**config.mk**
```make
export PLATFORM = sky130hd
export DESIGN_NAME = desc_queue_mgr
export DESIGN_NICKNAME = d
export VERILOG_FILES = /design/src/rtl/dqm_pkg.sv /design/src/rtl/dqm_region_map.sv /design/src/rtl/dqm_link_ram.sv /design/src/rtl/dqm_queue_state.sv /design/src/rtl/desc_queue_mgr.sv
export SDC_FILE = /design/constraint.sdc
export NUM_CORES = 2
export LEC_CHECK = 0
export BUFFER_PORTS_ARGS = -buffer_cell sky130_fd_sc_hd__buf_2
export CAP_MARGIN = 20
export CORE_UTILIZATION = 55
export DETAILED_ROUTE_END_ITERATION = 16
export PLACE_DENSITY = 0.78
export SYNTH_ARGS = -nofsm -noshare
export SYNTH_HDL_FRONTEND = slang
export SYNTH_SLANG_ARGS = --single-unit
```
**constraint.sdc**
```tcl
create_clock -name clk -period 29.7 [get_ports clk]
set_input_delay 2.97 -clock clk [delete_from_list [all_inputs] [get_ports clk]]
set_output_delay 2.97 -clock clk [all_outputs]
set_load 0.01 [all_outputs]
```
**src/rtl/dqm_pkg.sv**
```systemverilog
// Package: shared types and address-space codes of the descriptor queue manager.
// Assumes region fields fit 16 bits (link memory no deeper than 64K entries).
package dqm_pkg;

    typedef struct packed {
        logic [31:0] base;     // byte address of first descriptor
        logic [15:0] count;    // descriptors in region, 0 = disabled
        logic [4:0]  expo;     // log2 of descriptor size
        logic [15:0] first;    // link index of first descriptor
    } region_cfg_t;

    localparam logic [3:0] SPACE_POP    = 4'd1;
    localparam logic [3:0] SPACE_PEEK   = 4'd2;
    localparam logic [3:0] SPACE_STATUS = 4'd3;
    localparam logic [3:0] SPACE_CFG    = 4'd4;

endpackage

```
**src/rtl/dqm_region_map.sv**
```systemverilog
// Module: translates descriptor addresses to link indices (forward) and
// link indices back to addresses (reverse) through the region table.
// Assumes regions do not overlap; lowest region number wins on overlap.
module dqm_region_map
    import dqm_pkg::*;
#(
    parameter int NUM_REG  = 2,
    parameter int NUM_DESC = 32,
    parameter int IDX_W    = 5
) (
    input  region_cfg_t          cfg [NUM_REG],
    input  logic [31:0]          fwd_addr,
    output logic                 fwd_hit,
    output logic [IDX_W-1:0]     fwd_idx,
    input  logic [IDX_W-1:0]     rev_idx,
    output logic [31:0]          rev_addr
);
    logic [NUM_REG-1:0] hit_f;
    logic [IDX_W-1:0]   idx_f [NUM_REG];
    logic [NUM_REG-1:0] hit_r;
    logic [31:0]        addr_r [NUM_REG];

    for (genvar r = 0; r < NUM_REG; r++) begin : g_reg
        logic [4:0]  sh;
        logic [31:0] off;
        logic [32:0] gidx;
        logic [15:0] ridx;
        logic [15:0] roff;
        // Per-region forward and reverse lookup.
        always_comb begin
            sh       = (cfg[r].expo < 5'd4) ? 5'd4 : cfg[r].expo;
            off      = (fwd_addr - cfg[r].base) >> sh;
            gidx     = {17'b0, cfg[r].first} + {1'b0, off};
            hit_f[r] = (fwd_addr >= cfg[r].base) && (off < {16'b0, cfg[r].count})
                       && (gidx < 33'(NUM_DESC));
            idx_f[r] = gidx[IDX_W-1:0];
            ridx     = 16'(rev_idx);
            roff     = ridx - cfg[r].first;
            hit_r[r] = (ridx >= cfg[r].first) && (roff < cfg[r].count);
            addr_r[r] = cfg[r].base + (32'(roff) << sh);
        end
    end

    // Priority select: lowest-numbered matching region wins.
    always_comb begin
        fwd_hit  = 1'b0;
        fwd_idx  = '0;
        rev_addr = '0;
        for (int r = NUM_REG - 1; r >= 0; r--) begin
            if (hit_f[r]) begin
                fwd_hit = 1'b1;
                fwd_idx = idx_f[r];
            end
            if (hit_r[r]) rev_addr = addr_r[r];
        end
    end
endmodule

```
**src/rtl/dqm_link_ram.sv**
```systemverilog
// Module: next-pointer memory, one entry per descriptor index.
// One synchronous write port and one combinational read port; not reset,
// an entry is always written before the queue logic reads it.
module dqm_link_ram #(
    parameter int DEPTH = 32,
    parameter int IDX_W = 5
) (
    input  logic             clk,
    input  logic             we,
    input  logic [IDX_W-1:0] waddr,
    input  logic [IDX_W-1:0] wdata,
    input  logic [IDX_W-1:0] raddr,
    output logic [IDX_W-1:0] rdata
);
    logic [IDX_W-1:0] mem [DEPTH];

    // Store a link when a push extends a non-empty list.
    always_ff @(posedge clk) begin
        if (we) mem[waddr] <= wdata;
    end

    assign rdata = mem[raddr];
endmodule

```
**src/rtl/dqm_queue_state.sv**
```systemverilog
// Module: per-queue head, tail, count and non-empty state with push/pop
// sequencing. A same-queue push and pop in one cycle act push-first.
// Assumes push_idx is not already linked into any queue.
module dqm_queue_state #(
    parameter int NUM_Q  = 8,
    parameter int QSEL_W = 3,
    parameter int IDX_W  = 5,
    parameter int CNT_W  = 6,
    parameter int MAX_CNT = 32
) (
    input  logic              clk,
    input  logic              rst_n,
    input  logic              push_en,
    input  logic [QSEL_W-1:0] push_q,
    input  logic [IDX_W-1:0]  push_idx,
    input  logic              pop_en,
    input  logic [QSEL_W-1:0] pop_q,
    input  logic [IDX_W-1:0]  link_next,
    output logic [IDX_W-1:0]  head_rd,
    output logic              link_we,
    output logic [IDX_W-1:0]  link_waddr,
    output logic [IDX_W-1:0]  link_wdata,
    output logic              pop_hit,
    output logic [IDX_W-1:0]  pop_idx,
    output logic [CNT_W-1:0]  cnt [NUM_Q],
    output logic [NUM_Q-1:0]  nonempty
);
    logic [IDX_W-1:0] head [NUM_Q];
    logic [IDX_W-1:0] tail [NUM_Q];
    logic [NUM_Q-1:0] pu, po;
    logic             pop_empty;

    // Decode which queue pushes and which pops with something to return.
    always_comb begin
        pop_empty = (cnt[pop_q] == '0);
        for (int q = 0; q < NUM_Q; q++) begin
            pu[q] = push_en && (push_q == QSEL_W'(q));
            po[q] = pop_en && (pop_q == QSEL_W'(q)) && ((cnt[q] != '0) || pu[q]);
        end
        pop_hit    = |po;
        pop_idx    = pop_empty ? push_idx : head[pop_q];
        head_rd    = head[pop_q];
        link_we    = push_en && (cnt[push_q] != '0);
        link_waddr = tail[push_q];
        link_wdata = push_idx;
    end

    // Advance list pointers and counts for every queue.
    always_ff @(posedge clk) begin
        if (!rst_n) begin
            for (int q = 0; q < NUM_Q; q++) begin
                head[q] <= '0;
                tail[q] <= '0;
                cnt[q]  <= '0;
            end
            nonempty <= '0;
        end else begin
            for (int q = 0; q < NUM_Q; q++) begin
                if (pu[q] && po[q]) begin
                    if (cnt[q] != '0) begin
                        tail[q] <= push_idx;
                        head[q] <= (cnt[q] == CNT_W'(1)) ? push_idx : link_next;
                    end
                end else if (pu[q]) begin
                    if (cnt[q] == '0) head[q] <= push_idx;
                    tail[q]     <= push_idx;
                    cnt[q]      <= cnt[q] + CNT_W'(1);
                    nonempty[q] <= 1'b1;
                end else if (po[q]) begin
                    head[q]     <= link_next;
                    cnt[q]      <= cnt[q] - CNT_W'(1);
                    nonempty[q] <= (cnt[q] != CNT_W'(1));
                end
            end
        end
    end

    for (genvar q = 0; q < NUM_Q; q++) begin : g_chk
        // status bit tracks the count register on every edge.
        p_status_tracks_count_r6: assert property (@(posedge clk) disable iff (!rst_n)
            nonempty[q] == (cnt[q] != '0));
        // a queue never holds more entries than the link memory has.
        p_count_bounded_r1: assert property (@(posedge clk) disable iff (!rst_n)
            cnt[q] <= CNT_W'(MAX_CNT));
    end
endmodule

```
**src/rtl/desc_queue_mgr.sv**
```systemverilog
// Module: top of the linked-list descriptor queue manager. Push channel
// enqueues by address; register bus serves pop, peek, status and region
// setup. Assumes NUM_Q <= 32, NUM_Q >= 2, NUM_DESC <= 65536.
module desc_queue_mgr
    import dqm_pkg::*;
#(
    parameter int QBASE    = 64,
    parameter int NUM_Q    = 8,
    parameter int NUM_DESC = 32,
    parameter int NUM_REG  = 2
) (
    input  logic        clk,
    input  logic        rst_n,
    input  logic        psh_valid,
    output logic        psh_ready,
    input  logic [13:0] psh_queue,
    input  logic [31:0] psh_desc,
    input  logic        bus_valid,
    output logic        bus_ready,
    input  logic        bus_write,
    input  logic [19:0] bus_addr,
    input  logic [31:0] bus_wdata,
    output logic        bus_rvalid,
    output logic [31:0] bus_rdata,
    output logic        err_sticky
);
    localparam int IDX_W  = $clog2(NUM_DESC);
    localparam int QSEL_W = $clog2(NUM_Q);
    localparam int CNT_W  = $clog2(NUM_DESC + 1);

    region_cfg_t      cfg [NUM_REG];
    logic [3:0]       space;
    logic [13:0]      bq, bq_rel, pq_rel;
    logic             bq_in, pq_in, map_hit, push_en, pop_en, pop_hit;
    logic             link_we, cfg_we;
    logic [IDX_W-1:0] map_idx, pop_idx, head_rd, link_next, link_waddr, link_wdata;
    logic [31:0]      pop_addr;
    logic [CNT_W-1:0] cnt [NUM_Q];
    logic [NUM_Q-1:0] nonempty;

    assign psh_ready = 1'b1;
    assign bus_ready = 1'b1;

    // Decode queue windows and request kinds.
    always_comb begin
        space   = bus_addr[19:16];
        bq      = bus_addr[13:0];
        bq_rel  = bq - 14'(QBASE);
        pq_rel  = psh_queue - 14'(QBASE);
        bq_in   = (bq >= 14'(QBASE)) && (bq < 14'(QBASE + NUM_Q));
        pq_in   = (psh_queue >= 14'(QBASE)) && (psh_queue < 14'(QBASE + NUM_Q));
        push_en = psh_valid && pq_in && map_hit;
        pop_en  = bus_valid && !bus_write && (space == SPACE_POP) && bq_in;
        cfg_we  = bus_valid && bus_write && (space == SPACE_CFG);
    end

    dqm_region_map #(.NUM_REG(NUM_REG), .NUM_DESC(NUM_DESC), .IDX_W(IDX_W)) u_map (
        .cfg(cfg), .fwd_addr(psh_desc), .fwd_hit(map_hit), .fwd_idx(map_idx),
        .rev_idx(pop_idx), .rev_addr(pop_addr)
    );

    dqm_link_ram #(.DEPTH(NUM_DESC), .IDX_W(IDX_W)) u_link (
        .clk(clk), .we(link_we), .waddr(link_waddr), .wdata(link_wdata),
        .raddr(head_rd), .rdata(link_next)
    );

    dqm_queue_state #(.NUM_Q(NUM_Q), .QSEL_W(QSEL_W), .IDX_W(IDX_W),
                      .CNT_W(CNT_W), .MAX_CNT(NUM_DESC)) u_state (
        .clk(clk), .rst_n(rst_n),
        .push_en(push_en), .push_q(pq_rel[QSEL_W-1:0]), .push_idx(map_idx),
        .pop_en(pop_en), .pop_q(bq_rel[QSEL_W-1:0]), .link_next(link_next),
        .head_rd(head_rd), .link_we(link_we), .link_waddr(link_waddr),
        .link_wdata(link_wdata), .pop_hit(pop_hit), .pop_idx(pop_idx),
        .cnt(cnt), .nonempty(nonempty)
    );

    // Region table writes.
    always_ff @(posedge clk) begin
        if (!rst_n) begin
            for (int r = 0; r < NUM_REG; r++) cfg[r] <= '0;
        end else if (cfg_we) begin
            for (int r = 0; r < NUM_REG; r++) begin
                if (bus_addr[5:2] == 4'(r)) begin
                    case (bus_addr[1:0])
                        2'd0:    cfg[r].base  <= bus_wdata;
                        2'd1:    cfg[r].count <= bus_wdata[15:0];
                        2'd2:    cfg[r].expo  <= bus_wdata[4:0];
                        default: cfg[r].first <= bus_wdata[15:0];
                    endcase
                end
            end
        end
    end

    // Sticky flag for pushes that map to no descriptor.
    always_ff @(posedge clk) begin
        if (!rst_n) err_sticky <= 1'b0;
        else if (psh_valid && pq_in && !map_hit) err_sticky <= 1'b1;
    end

    // Registered read response.
    always_ff @(posedge clk) begin
        if (!rst_n) begin
            bus_rvalid <= 1'b0;
            bus_rdata  <= '0;
        end else begin
            bus_rvalid <= bus_valid && !bus_write;
            if (bus_valid && !bus_write) begin
                case (space)
                    SPACE_POP:    bus_rdata <= pop_hit ? pop_addr : 32'd0;
                    SPACE_PEEK:   bus_rdata <= bq_in ? 32'(cnt[bq_rel[QSEL_W-1:0]]) : 32'd0;
                    SPACE_STATUS: bus_rdata <= (bq == 14'd0) ? 32'(nonempty) :
                                               (bq == 14'd1) ? {31'd0, err_sticky} : 32'd0;
                    default:      bus_rdata <= 32'd0;
                endcase
            end
        end
    end

    // a read is answered on the next cycle.
    p_read_answered_r9: assert property (@(posedge clk) disable iff (!rst_n)
        (bus_valid && !bus_write) |=> bus_rvalid);
    // once set, the error flag stays set.
    p_err_holds_r4: assert property (@(posedge clk) disable iff (!rst_n)
        err_sticky |=> err_sticky);
    // an unmapped push to a managed queue raises the flag.
    p_unmapped_flags_r4: assert property (@(posedge clk) disable iff (!rst_n)
        (psh_valid && pq_in && !map_hit) |=> err_sticky);
    // popping with nothing to return yields zero.
    p_empty_pop_zero_r2: assert property (@(posedge clk) disable iff (!rst_n)
        (pop_en && !pop_hit) |=> (bus_rdata == 32'd0));
endmodule

```
==> impl_results.md <==
- Total power: 1630 uW
- Most numerous cell on the critical path: o21ai_0
- Hold-fix buffers, CTS: 0
- Die width: 266 microns
- Placed inst area: 39800 sq um
- Fmax: 0.0529 GHz
- Worst relative slew slack: 22.7%
- Crit path kind: in2reg
- Setup violators final: 0
- Fin. Hold Viols: 0
- Critical-path top delay cell: o311ai_0
- CORE AREA: 68800 sq um
- Gr ovfl total: 0
- Clk sinks: 468
- CTS tree: yes
- Final worst path period need: 18890 ps
- WP data arrival: 19440 ps
- Commonest register cell after synthesis: edfxtp_1
- Count leader, synth: nand2_1
- Initial antenna violation count: 5
- Synth Instances: 4723
- Clk_skew: 40.0 ps
- Share of cells above drive strength 1: 9.62%
- IO buf count: 134
- Post-Route WL: 127000 microns
- Routed vias: 37000
- Type of origin of the critical path: primary input
- Fin. max-slew vios: 0
- Starting DRT DRC Count: 4470
- Area growth, synth to finish: 8.45%
- RSZ-0062 raised after global routing: no
- Final worst path period share: 63.6%
- CP Capture Type: register
- Max-Cap Viols: 0
- Die area: 71000 sq um
- Clock Latency Late Sink: 630 ps
- Wire length per cell: 22.3 microns
- Vias/cell: 6.49
- Synthesized area per cell: 8.14 sq um
- Netlist Area Pre-Place: 38400 sq um
- Sequential element share of the synthesized area: 30.6%
- Clock Path Buffers: 3
- CP required: 30240 ps
- Synth area leaders: edfxtp_1, dfxtp_1, ha_1
- Final setup TNS: 0 ps
- Fill count: 5905
- Final HPWL DP: 94500 microns
- Fin area: 41700 sq um
- Post-synth cell types: 118
- Total GRT Usage: 34.7%
- Number of post-CTS setup repair buffers: 0
- Worst-Margin Slew: 1160 ps
- Vias in the first global route: 33700
- CTS Root Cell: clkbuf_16
- Leakage: 0.0162 uW
- Synth Register Bits: 468
- Post-route DRC: 0
- TritonCTS Buffers: 49
- Pwr dens: 39.1 nW/um^2
- H-tree lvl count: 2
- Synth warn: 0
- Top cells by count, synth: nand2_1, a21oi_1, nor2_1
- Routability cong.: 1.08
- CP peak stage delay: 930 ps
- IO Pins: 139
- First-pass GRT wire length: 193000 microns
- Synth area leader: edfxtp_1
- Antenna viol nets, final: 0
- Async SR Flop Fraction: 0%
- Reg clk slew, reported paths: 60 ps
- Status: finished clean
- Worst-path fanout max: 40
- VDD IR-drop max: 46.1 uV
- Die height: 266 microns
- Initial core utilization: 55.9%
- Placement Rows: 96
- # resized after CTS: 0
- Largest net degree at the start of global routing: 125
- Total iterations of the first detailed-routing run: 7
- Nets: 5113
- Post-synth EDFFs: 240
- Hold Path Class: reg2reg
- Share of the synthesized area in the top cell type: 18.7%
==> worst max-delay path, delay by kind of cell <==
family,cells,cell delay (ps)
muxes,2,730
AOI/OAI and AO/OA,28,9040
and+or+nand+nor,18,3990
buffers and inverters,3,670
adders and majority gates,4,1600
xor gates and xnor gates,1,380
==> flip-flops by register name, summed over array words and instances (netlist names) <==
signal / count
bus_rvalid: 1
u_state.head: 40
u_state.nonempty: 8
u_state.tail: 40
u_link.mem: 160
err_sticky: 1
bus_rdata: 32
cfg: 138
u_state.cnt: 48
==> stage by stage <==
| stage | worst slack [ps] | hold WS (ps) | std cells | utilization, % |
|---|---|---|---|---|
| floorplan | 14350 | 436 | 4733 | - |
| finish | 10810 | 455 | 5697 | 60.6 |
| detailed placement | 10790 | 447 | 5596 | 57.9 |
| CTS | 11340 | 455 | 5688 | 60.4 |
| global placement | 10960 | 443 | 5594 | 57.8 |
| global route | 9680 | 471 | 5695 | 60.6 |
==> final timing paths <==
check / from / to / slack (ps) / cells after the start
worst max-delay path: psh_desc[21] / bus_rdata[31]$_SDFFE_PN0P_ / 10810 / 56
worst min-delay path: cfg[104]$_SDFFE_PN0P_ / cfg[104]$_SDFFE_PN0P_ / 450 / 2
worst max register to register: cfg[127]$_SDFFE_PN0P_ / bus_rdata[31]$_SDFFE_PN0P_ / 12900 / 56
worst min register to register: cfg[104]$_SDFFE_PN0P_ / cfg[104]$_SDFFE_PN0P_ / 450 / 2
==> cell usage in the layout (no fill, tap or decap), types with 35 or more instances in the layout <==
cell type / n
xor2_1: 56
a211oi_1: 57
clkbuf_16: 49
dfxtp_1: 228
o211ai_1: 40
xnor2_1: 96
nor3_1: 110
inv_1: 212
nand2b_1: 44
nand4_1: 42
nor2b_1: 36
a21o_1: 66
buf_2: 134
mux4_2: 46
nand3_1: 90
a22o_1: 45
nor2_1: 437
or3_1: 44
and2_1: 35
o21a_1: 53
ha_1: 280
mux2i_1: 141
and3_1: 63
a21oi_1: 443
nand2_1: 745
a31oi_1: 56
o21ai_0: 208
buf_4: 48
edfxtp_1: 240
==> layer usage <==
metal | GRT usage, % | routed length [microns] | vias to the layer above
met2 | 53.1 | 54800 | 2117
met4 | 13.9 | 5620 | 2
met3 | 5.93 | 14000 | 313
met1 | 48.5 | 52400 | 17300
li1 | - | - | 17200
met5 | 0 | 11 | -
==> cell type report <==
class | instances | area [sq um] | area share [%]
multi-input combinational | 3795 | 25000 | 60.0
inverter | 219 | 827 | 1.98
antenna | 3 | 7.51 | 0.0180
tap | 931 | 1160 | 2.79
clock buffer | 65 | 1380 | 3.30
clock inverter | 27 | 407 | 0.975
timing repair buffer | 189 | 1130 | 2.71
sequential | 468 | 11800 | 28.2
==> where the power goes <==
group          total (uW)  switching, uW  internal (uW)  leakage, uW
clock                 681            281            400     0.000870
combinational         268            174           94.0       0.0116
sequential            682           1.74            680      0.00374
total                1630            457           1170       0.0162
==> kinds of logic (layout without fill, tap and decap cells) <==
| family | count (synthesis) | in the layout | synth area share (%) |
|---|---|---|---|
| compound gates | 1328 | 1328 | 22.8 |
| xor+xnor | 153 | 153 | 3.51 |
| fa+ha+maj | 288 | 288 | 9.53 |
| buf+inv | 470 | 500 | 4.72 |
| flops | 468 | 468 | 30.6 |
| mux | 218 | 218 | 7.27 |
| other cells | 2 | 15 | 0.0195 |
| simple gates | 1796 | 1796 | 21.6 |
(Power assumes the default switching activity.)
